### src/rtl/mstat_pkg.sv
package mstat_pkg;
  localparam int MS_LINES = 4;
  localparam int MS_WIDTH = 2 * MS_LINES;
  typedef logic [MS_LINES-1:0] ms_vec_t;

  // Line index order: 0 clear-to-send, 1 set-ready, 2 ring, 3 carrier.
  localparam int MS_RING_IDX = 2;
  localparam ms_vec_t MS_TRAIL_MASK = ms_vec_t'(1) << MS_RING_IDX;

  // Reported level: control bits in loopback, otherwise inverted pins.
  function automatic ms_vec_t pick_level(input logic loop, input ms_vec_t ctl,
                                         input ms_vec_t pin_n);
    return loop ? ctl : ~pin_n;
  endfunction

  // Both-edge change on plain lines, 1->0 of the reported level on masked lines.
  function automatic ms_vec_t detect_change(input ms_vec_t prev, input ms_vec_t cur,
                                            input ms_vec_t trail);
    return ((prev ^ cur) & ~trail) | (prev & ~cur & trail);
  endfunction
endpackage

### src/rtl/mstat_sync.sv
module mstat_sync #(
  parameter int W = 4,
  parameter int STAGES = 2,
  parameter logic [W-1:0] RST_VAL = '1
) (
  input  logic         clk,
  input  logic         rst_n,
  input  logic [W-1:0] d,
  output logic [W-1:0] q
);
  logic [W-1:0] stg [STAGES];

  generate
    for (genvar s = 0; s < STAGES; s++) begin : g_stage
      always_ff @(posedge clk or negedge rst_n) begin
        if (!rst_n) stg[s] <= RST_VAL;
        else if (s == 0) stg[s] <= d;
        else stg[s] <= stg[(s == 0) ? 0 : s-1];
      end
    end
  endgenerate

  assign q = stg[STAGES-1];
endmodule

### src/rtl/mstat_delta.sv
module mstat_delta
  import mstat_pkg::*;
(
  input  logic    clk,
  input  logic    rst_n,
  input  ms_vec_t cur,
  output ms_vec_t evt
);
  ms_vec_t prev_q;

  always_ff @(posedge clk or negedge rst_n) begin
    if (!rst_n) prev_q <= '0;
    else prev_q <= cur;
  end

  assign evt = detect_change(prev_q, cur, MS_TRAIL_MASK);
endmodule

### src/rtl/mstat_flags.sv
module mstat_flags
  import mstat_pkg::*;
(
  input  logic    clk,
  input  logic    rst_n,
  input  logic    clr,
  input  ms_vec_t evt,
  output ms_vec_t flags
);
  ms_vec_t flag_q;

  // A read clears old flags, but an event in the same cycle survives.
  always_ff @(posedge clk or negedge rst_n) begin
    if (!rst_n) flag_q <= '0;
    else flag_q <= (clr ? '0 : flag_q) | evt;
  end

  assign flags = flag_q;
endmodule

### src/rtl/mstat_reg.sv
module mstat_reg
  import mstat_pkg::*;
#(
  parameter int SYNC_STAGES = 2
) (
  input  logic                clk,
  input  logic                rst_n,
  input  logic                rd_stb,
  input  logic                cts_n,
  input  logic                dsr_n,
  input  logic                ri_n,
  input  logic                dcd_n,
  input  logic                loop_en,
  input  logic                rts_ctl,
  input  logic                dtr_ctl,
  input  logic                out1_ctl,
  input  logic                out2_ctl,
  input  logic                msi_en,
  output logic [MS_WIDTH-1:0] status,
  output logic                irq
);
  ms_vec_t pin_raw_n;
  ms_vec_t pin_sync_n;
  ms_vec_t ctl_vec;
  ms_vec_t line_lvl;
  ms_vec_t line_evt;
  ms_vec_t flag_q;

  assign pin_raw_n = {dcd_n, ri_n, dsr_n, cts_n};
  assign ctl_vec   = {out2_ctl, out1_ctl, dtr_ctl, rts_ctl};

  mstat_sync #(.W(MS_LINES), .STAGES(SYNC_STAGES), .RST_VAL('1)) u_sync (
    .clk(clk), .rst_n(rst_n), .d(pin_raw_n), .q(pin_sync_n)
  );

  assign line_lvl = pick_level(loop_en, ctl_vec, pin_sync_n);

  mstat_delta u_delta (
    .clk(clk), .rst_n(rst_n), .cur(line_lvl), .evt(line_evt)
  );

  mstat_flags u_flags (
    .clk(clk), .rst_n(rst_n), .clr(rd_stb), .evt(line_evt), .flags(flag_q)
  );

  assign status = {line_lvl, flag_q};
  assign irq    = msi_en & (|flag_q);
endmodule

### config.mk
export PLATFORM = sky130hd
export DESIGN_NAME = mstat_reg
export DESIGN_NICKNAME = d
export VERILOG_FILES = /design/src/rtl/mstat_pkg.sv /design/src/rtl/mstat_sync.sv /design/src/rtl/mstat_delta.sv /design/src/rtl/mstat_flags.sv /design/src/rtl/mstat_reg.sv
export SDC_FILE = /design/constraint.sdc
export NUM_CORES = 1
export LEC_CHECK = 0
export BUFFER_PORTS_ARGS = -buffer_cell sky130_fd_sc_hd__buf_4
export CAP_MARGIN = 20
export CORE_AREA = 5 5 42 44
export CTS_BUF_LIST = sky130_fd_sc_hd__clkbuf_4 sky130_fd_sc_hd__clkbuf_8
export DETAILED_ROUTE_END_ITERATION = 10
export DIE_AREA = 0 0 47 49
export GPL_ROUTABILITY_DRIVEN = 1
export PLACE_DENSITY = 0.7
export SYNTH_ARGS = -nofsm -noshare
export SYNTH_HDL_FRONTEND = slang
export SYNTH_SLANG_ARGS = --single-unit
### constraint.sdc
create_clock -name clk -period 1.4 [get_ports clk]
set_input_delay 0.42 -clock clk [delete_from_list [all_inputs] [get_ports clk]]
set_output_delay 0.42 -clock clk [all_outputs]
set_load 0.005 [all_outputs]
==> results of run 1 <==
==> layout make-up <==
class / instances / area, µm² / area share (%)
clock buffers: 4 / 30.03 / 3.443
flip-flops and latches: 16 / 410.4 / 47.06
well taps: 16 / 20.02 / 2.296
inverters: 2 / 7.507 / 0.8608
multi-input cells: 22 / 146.4 / 16.79
repair buffers: 33 / 257.7 / 29.56
==> worst register-to-register path: cells and delay by family (launching register included) <==
kind,cells,cell delay (ns)
DFF,1,0.53
buffers and inverters,2,0.26
muxes,1,0.10
AOI/OAI and AO/OA,1,0.06
==> cell families (layout without fill, tap and decap cells) <==
logic type / Yosys count / after routing / synth area share (%)
AO/OA/AOI/OAI: 6 / 6 / 8.706
multiplexers: 3 / 3 / 5.357
buffers and inverters: 2 / 39 / 1.340
AND/OR/NAND/NOR: 13 / 13 / 11.38
flip-flops: 16 / 16 / 73.21
==> cells in the final DEF, fill, tap and decap left out <==
cell type	count
sky130_fd_sc_hd__o41a_1	1
sky130_fd_sc_hd__clkbuf_4	4
sky130_fd_sc_hd__o21ai_2	4
sky130_fd_sc_hd__nor2_1	3
sky130_fd_sc_hd__o22ai_1	1
sky130_fd_sc_hd__dfstp_2	8
sky130_fd_sc_hd__mux2i_1	3
sky130_fd_sc_hd__nand2_1	4
sky130_fd_sc_hd__dlygate4sd3_1	1
sky130_fd_sc_hd__inv_1	2
sky130_fd_sc_hd__buf_4	30
sky130_fd_sc_hd__dfrtp_1	8
sky130_fd_sc_hd__nor2b_1	6
sky130_fd_sc_hd__buf_6	2
==> Yosys cell counts <==
| cell | n | area share, % |
|---|---|---|
| sky130_fd_sc_hd__o41a_1 | 1 | 2.0 |
| sky130_fd_sc_hd__mux2i_1 | 3 | 5.4 |
| sky130_fd_sc_hd__inv_1 | 2 | 1.3 |
| sky130_fd_sc_hd__nand2_1 | 4 | 2.7 |
| sky130_fd_sc_hd__nor2_1 | 3 | 2.0 |
| sky130_fd_sc_hd__nor2b_1 | 6 | 6.7 |
| sky130_fd_sc_hd__o21ai_2 | 3 | 4.7 |
| sky130_fd_sc_hd__o21ai_0 | 1 | 0.89 |
| sky130_fd_sc_hd__dfrtp_1 | 8 | 36 |
| sky130_fd_sc_hd__o22ai_1 | 1 | 1.1 |
| sky130_fd_sc_hd__dfstp_2 | 8 | 37 |
==> flip-flops by register name, summed over array words and instances (netlist names) <==
signal	flops
u_sync.stg	4
u_sync.q	4
u_flags.flags	4
u_delta.prev_q	4
==> layer usage <==
metal,vias up,GRT usage [%],share of wire [%]
li1,207,-,-
met1,200,11.27,37
met2,17,16.74,53
met3,0,3.690,10
met4,0,5.530,0
met5,-,0,0
==> how the worst max path moves through the flow <==
stage	from	slack (ns)	cells after the start	end
5_1_grt	u_flags.flags[2]	-0.30	2	irq
4_1_cts	u_flags.flags[2]	-0.25	2	irq
3_3_place_gp	loop_en	-0.03	3	status[6]
3_5_place_dp	loop_en	-0.04	3	status[6]
6_report	u_flags.flags[2]	-0.25	2	irq
2_1_floorplan	u_flags.flags[0]	0.18	1	irq
==> through the flow <==
| stage | util, % | total power, mW |
|---|---|---|
| final | 62.23 | 0.9599 |
| after floorplan | - | 0.5793 |
| after global routing | 62.23 | 1.029 |
| after detailed placement | 55.89 | 0.6893 |
| after CTS | 60.62 | 0.9662 |
| after global placement | 55.89 | 0.6843 |
==> where the power goes <==
part	total, mW	internal, mW	leakage (nW)	switching [mW]
Clock	0.251	0.130	0.0184	0.122
Sequential	0.524	0.507	0.177	0.0174
Combinational	0.184	0.117	0.227	0.0677
==> timing repair <==
action,4_1_cts,5_1_grt
buffers inserted,3,2
gates resized for setup,2,2
hold buffers,1,0
pin swaps,3,1
endpoints found under the hold margin,8,0
gates cloned,0,0
endpoints found under the setup margin,5,5
==> summary by stage, run 1 <==
Synth
After synthesis, the netlist uses 11 different library cells. The number of warnings issued by yosys is 0. Synthesis inferred 16 register bits.

Counting every net in the synthesized netlist gives between 50 and 60. In this run the cell area of the synthesized design comes to approximately 560 µm². In the synthesized netlist, the number of instances is 40. A synthesized cell averages ~14 µm².

The sequential fraction of the synthesis area is about three quarters.

Pwr
The leakage power summed over all cells is ~0.42 nW. The total power density per cell area is 1101 nW/µm². The maximum VDD drop is around 0.00058 V.

Worst hold path
The path with the worst hold slack has its endpoint at u_sync.stg[4]. In this run the worst hold path is classified as input port to flip-flop. The hold path startpoint is cts_n. Counting instances, the worst hold path has a depth of 1.

Critical path
The worst path arrival time is around 1.2 ns. The worst setup path is launched from a flip-flop. The buffers plus inverters on the worst setup path is 1. STA puts the critical path data required time at ~0.98 ns. In this run the worst path has a maximum fanout of 2.

The worst setup path is captured at an output port. Traced cell by cell, the critical path runs through o41a_1 -> buf_4. The worst setup path is of the flip-flop to output port kind. The largest incremental delay on the critical path is 0.42 ns. In this run the critical register-to-register path is launched from u_sync.q[0].

The depth of the worst register-to-register path is 4. In this run the critical register-to-register path is captured at u_flags.flags[0]. The flop-to-flop setup slack is about 0.35 ns. The slowest stage of the critical path is the sky130_fd_sc_hd__o41a_1 cell. On the critical path the largest part of the delay comes from compound AO/OA/AOI/OAI gates.

Status
The checks that failed: negative setup slack. The flow ran to the end, but the final reports show violations.

Drt
After detailed routing, the average wire length per cell comes to approximately 11 µm. In the routed layout, each cell is associated on average with a via count of 4.559. The first routing iteration left 3 violations. After detailed routing, the number of remaining DRC violations is 0.

For this run, the detailed router's first-pass iteration total came to 3. The detail route stage leaves a number of antenna-violating nets equal to 0. The total via count after detailed routing is 424. Summed over all layers, the routed wires come to 1.051 mm.

STA
The maximum clock rate is 0.6077 GHz. The number of hold violations in the final report is 0. The final critical-path share of the clock period is 117.5%. The worst hold-check slack is approximately 0.25 ns. The worst clock skew on the final layout is roughly 0.0067 ns. The max-slew violation total from the final report is 0. The relative slew slack is 87.46%. For the final routed database, the setup TNS stands at -0.3058 ns. Setup repair after global routing could not meet its margin everywhere. Setup violations remaining at the end of the flow were counted as 4. The transition time at the pin with the least slew margin is 0.1880 ns. Across all setup checks in the final design, the least slack found is -0.2456 ns. Subtracting the final worst setup slack from the clock period gives around 1.6 ns.

Clocking
The clock latency on the worst-skew pair is around 0.27 ns. The maximum buffer depth of the clock tree is 2. In this run, CTS created clock tree buffers numbering 3.

The total number of H-tree levels is 1. The clock tree from TritonCTS is done. In this run the clock root is driven by a sky130_fd_sc_hd__clkbuf_4. The post-CTS clock slew at the launch and capture registers of the worst setup and hold paths is around 0.08 ns. Clock tree synthesis found a total of 16 sinks.

Place
After legalization and detailed placement, the total HPWL measured 800.2 µm. The total placed cells including tap cells is 83. The post-place setup slack is -0.04346 ns. The placed instances occupy a cell area of roughly 800 µm². During placement, the flow inserted port buffers numbering 21. The last weighted congestion value of the routability-driven placer is around 0.67.

Cells and area
The filler cells instantiated in the layout total 123. The design area is between 800 and 900 µm². Relative to the synthesized area, the layout overhead comes to 55.58%.

In the final layout, the share of cells above drive strength 1 is 62.34%. The antenna diode count is 0. Leaving out filler cells and counting taps, the final layout contains 93. The net count of the finished layout is slightly above 90.

Floorplanning
The starting density of the core is between 40% and 50%. The region available for standard cell placement spans between 1000 and 1500 µm². The die width is 47 µm. The die area is around 2300 µm². Pin placement for this block handled 22 I/O pins. The floorplan has 14 rows. From bottom edge to top edge, the die measures slightly below 50 µm.

Global route
The global-route wire length before repair is between 1.5 and 2 mm. The number of global-route vias before repair was around 420. After global routing the overflow that remains totals 0. Global routing consumed, over all layers together, between 10% and 20% of the routing resources. The number of antenna violations at the first check in global routing is 0. Entering global routing, the biggest net connects 17 pins.

Run
Across the run, the number of max-cap violations was 0.
Note: power is estimated with default switching activity, not from simulation.
==> run 2, diff against run 1 <==
Settings changed: CORE_AREA 5 5 42 44 to unset, CORE_MARGIN set to 5, CORE_UTILIZATION set to 40, DIE_AREA 0 0 47 49 to unset, PLACE_DENSITY 0.7 to 0.67, SKIP_LAST_GASP set to 1.
==> summary by stage, run 2 (synthesis results as in run 1) <==
STA
Setup repair after global routing could not meet its margin everywhere. The number of hold violations in the final report is 0 (unchanged). The count of endpoints failing setup in the final report is 5 (+1). The final total negative setup slack is -0.3127 ns (-0.006857 ns). The max-slew violation total from the final report is 0 (unchanged). The relative slew slack is 89.62% (+2.2 points).

The final critical-path share of the clock period is 117.6% (about the same). The worst clock skew on the final layout is 0.004917 ns (-0.001744 ns). The shortest period the worst path allows was 1.647 ns (+0.001236 ns). The transition time at the pin with the least slew margin is 0.1514 ns (-0.03662 ns). The final setup slack of the worst path was -0.2468 ns (-0.001236 ns). The maximum clock rate was 0.6072 GHz (about the same).

Drt
The sum of routed wire length over all layers was 1.060 mm (+0.86%). The number of optimization iterations in the first detailed-route pass is 3 (unchanged). The average detailed-routed wire length per instance was 11.91 µm (+5.4%).

The total via count after detailed routing came to 408 (-3.8%). The number of DRC markers after the initial detailed-route iteration was 4 (+1). The detail-routed via count per cell was 4.584 (+0.55%).

The post-route DRC violation count is 0 (unchanged). The residual antenna-violating net count after detailed routing is 0 (unchanged).

Run
The reported max-cap violation count is 0 (unchanged).

Critical path
The critical path starts at u_flags.flags[2]. The worst setup path is launched from a flip-flop. The worst setup path is of the flip-flop to output port kind.

The largest fanout on the critical path is 2 (unchanged). The largest incremental delay on the critical path is 0.42 ns (about the same). The slowest cell on the critical path is sky130_fd_sc_hd__o41a_1.

The kind of end point of the critical path is an output port. The worst path arrival time is 1.23 ns (about the same). Walking the worst path, the cells encountered are o41a_1 -> buf_4. The startpoint identified for the worst register-to-register timing path is u_sync.q[2]. The critical path data required time is 0.98 ns (about the same).

Global route
The global-route wire length before repair is 1.794 mm (+6.6%). The overall routing resource usage was 12.00% (+1.6 points). The global route total overflow is 0 (unchanged).

The pin count of the biggest net entering global routing was 17 (unchanged). The number of antenna violations at the first check in global routing is 0 (unchanged). The number of global-route vias before repair is 462 (+9.5%).

Pwr
The internal power summed over all cells is 0.7744 mW (+2.8%). The register share of total power is 53.1% (-1.5 points). The total power density per cell area was 1151 nW/µm² (+4.6%).

The leakage power summed over all cells is 0.4093 nW (-2.9%). The portion of total power attributed to the clock network is 29.2% (+3.0 points). The reported net switching power was 0.2138 mW (+3.5%).

The maximum VDD drop is 0.0008787 V (+52%). The fraction of power spent switching nets is 21.64% (+0.11 points). The sum of internal, switching and leakage power is 0.9882 mW (+2.9%). The combinational group share of total power came to 17.8% (-1.4 points).

Place
The last weighted congestion value of the routability-driven placer came to 0.6541 (-1.8%). The count of port buffers added during placement is 21 (unchanged). The half-perimeter wire length after detailed placement is 825.4 µm (+3.1%).

Cells and area
The post-layout net count was 88 (-3.3%). The ratio of cells with drive above 1 in the final layout was 60.81% (-1.5 points). The most common cell after layout, fill and taps aside is sky130_fd_sc_hd__buf_4.

The library cells used most frequently in the layout, excluding fill and tap cells, are sky130_fd_sc_hd__buf_4, sky130_fd_sc_hd__dfrtp_1, sky130_fd_sc_hd__dfstp_2. The antenna diode count is 0 (unchanged). The layout-stage area growth over the synthesis result is 53.12%.

Floorplanning
The core box area was 1318 µm² (-6.0%). The number of top-level pins is 22 (unchanged). The chip height was 47.44 µm (-3.2%).

The die width is 47.44 µm (+0.93%). The die area is 2250 µm² (-2.3%). The count of standard-cell rows is 13 (-1).

The starting density of the core is 42.55% (+2.5 points).

Worst hold path
The path type of the worst min-delay path is input port to flip-flop. The startpoint identified for the worst hold timing path is dcd_n.

Clocking
The post-CTS clock slew at the launch and capture registers of the worst setup and hold paths is 0.09 ns (about the same). The total number of H-tree levels is 1 (unchanged). TritonCTS built the clock tree. The maximum buffer depth of the clock tree came to 2 (unchanged). The root buffer cell is sky130_fd_sc_hd__clkbuf_4.

The TritonCTS sink count was 16 (unchanged). The clock latency on the worst-skew pair is 0.28 ns (about the same). The number of buffers added by the clock tree synthesis step is 3 (unchanged).

Status
The flow ran to the end, but the final reports show violations. The final reports fail on negative setup slack.
## run 2: power groups by stage
stage	registers [mW]	logic, mW	clock network [mW]
after floorplan	0.532	0.0471	0
after global placement	0.532	0.142	0
after detailed placement	0.534	0.146	0
after CTS	0.525	0.176	0.305
after global routing	0.528	0.196	0.331
final	0.524	0.176	0.288
## run 2: final timing paths
| path | to | slack, ns | cells past startpoint |
|---|---|---|---|
| worst max register to register | u_flags.flags[2] | 0.39 | 4 |
| max in group asynchronous | u_sync.q[1] | 0.64 | 2 |
| worst min register to register | u_sync.q[1] | 0.36 | 0 |
| worst max-delay path | irq | -0.25 | 2 |
| min in group asynchronous | u_flags.flags[3] | 0.51 | 2 |
| worst min-delay path | u_sync.stg[7] | 0.25 | 1 |
## run 2: metal layers
| layer | wire length, µm | part of all wire [%] | up-vias | global-route usage, % |
|---|---|---|---|---|
| met4 | 0 | 0 | 0 | 4.972 |
| met1 | 386 | 36 | 192 | 11.35 |
| met2 | 576 | 54 | 17 | 21.12 |
| met5 | 0 | 0 | - | 0 |
| li1 | - | - | 199 | - |
| met3 | 97 | 9.2 | 0 | 6.767 |
## run 2: timing repair
item | in CTS | in global routing
hold endpoints to repair | 8 | 0
pin swaps | 2 | 1
setup buffers | 4 | 2
hold buffers | 1 | 0
gates resized for setup | 4 | 0
setup endpoints to repair | 5 | 6
cloned | 0 | 0
## run 2: per-stage QoR
step	util, %	worst slack (ns)	std cells	hold WS, ns	area (µm²)
after CTS	64.58	-0.2541	88	0.2297	850.8
after floorplan	-	0.1784	40	0.1244	560.5
final	65.15	-0.2468	89	0.2450	858.3
after global routing	65.15	-0.3182	89	0.2062	858.3
after global placement	57.64	0.05920	79	0.2832	759.5
after detailed placement	57.64	0.02447	79	0.2838	759.5
## run 2: critical path: cells and delay by family, from the launching register on
| kind | cells | cell delay [ns] |
|---|---|---|
| AOI/OAI and AO/OA | 1 | 0.42 |
| DFF | 1 | 0.39 |
| buffers and inverters | 1 | 0.14 |
## run 2: layout make-up
type | count | area, µm²
clock buffers | 4 | 36.28
repair buffers | 30 | 231.5
fillers | 104 | 459.2
multi-input cells | 22 | 153.9
inverters | 2 | 7.507
well taps | 15 | 18.77
flip-flops and latches | 16 | 410.4
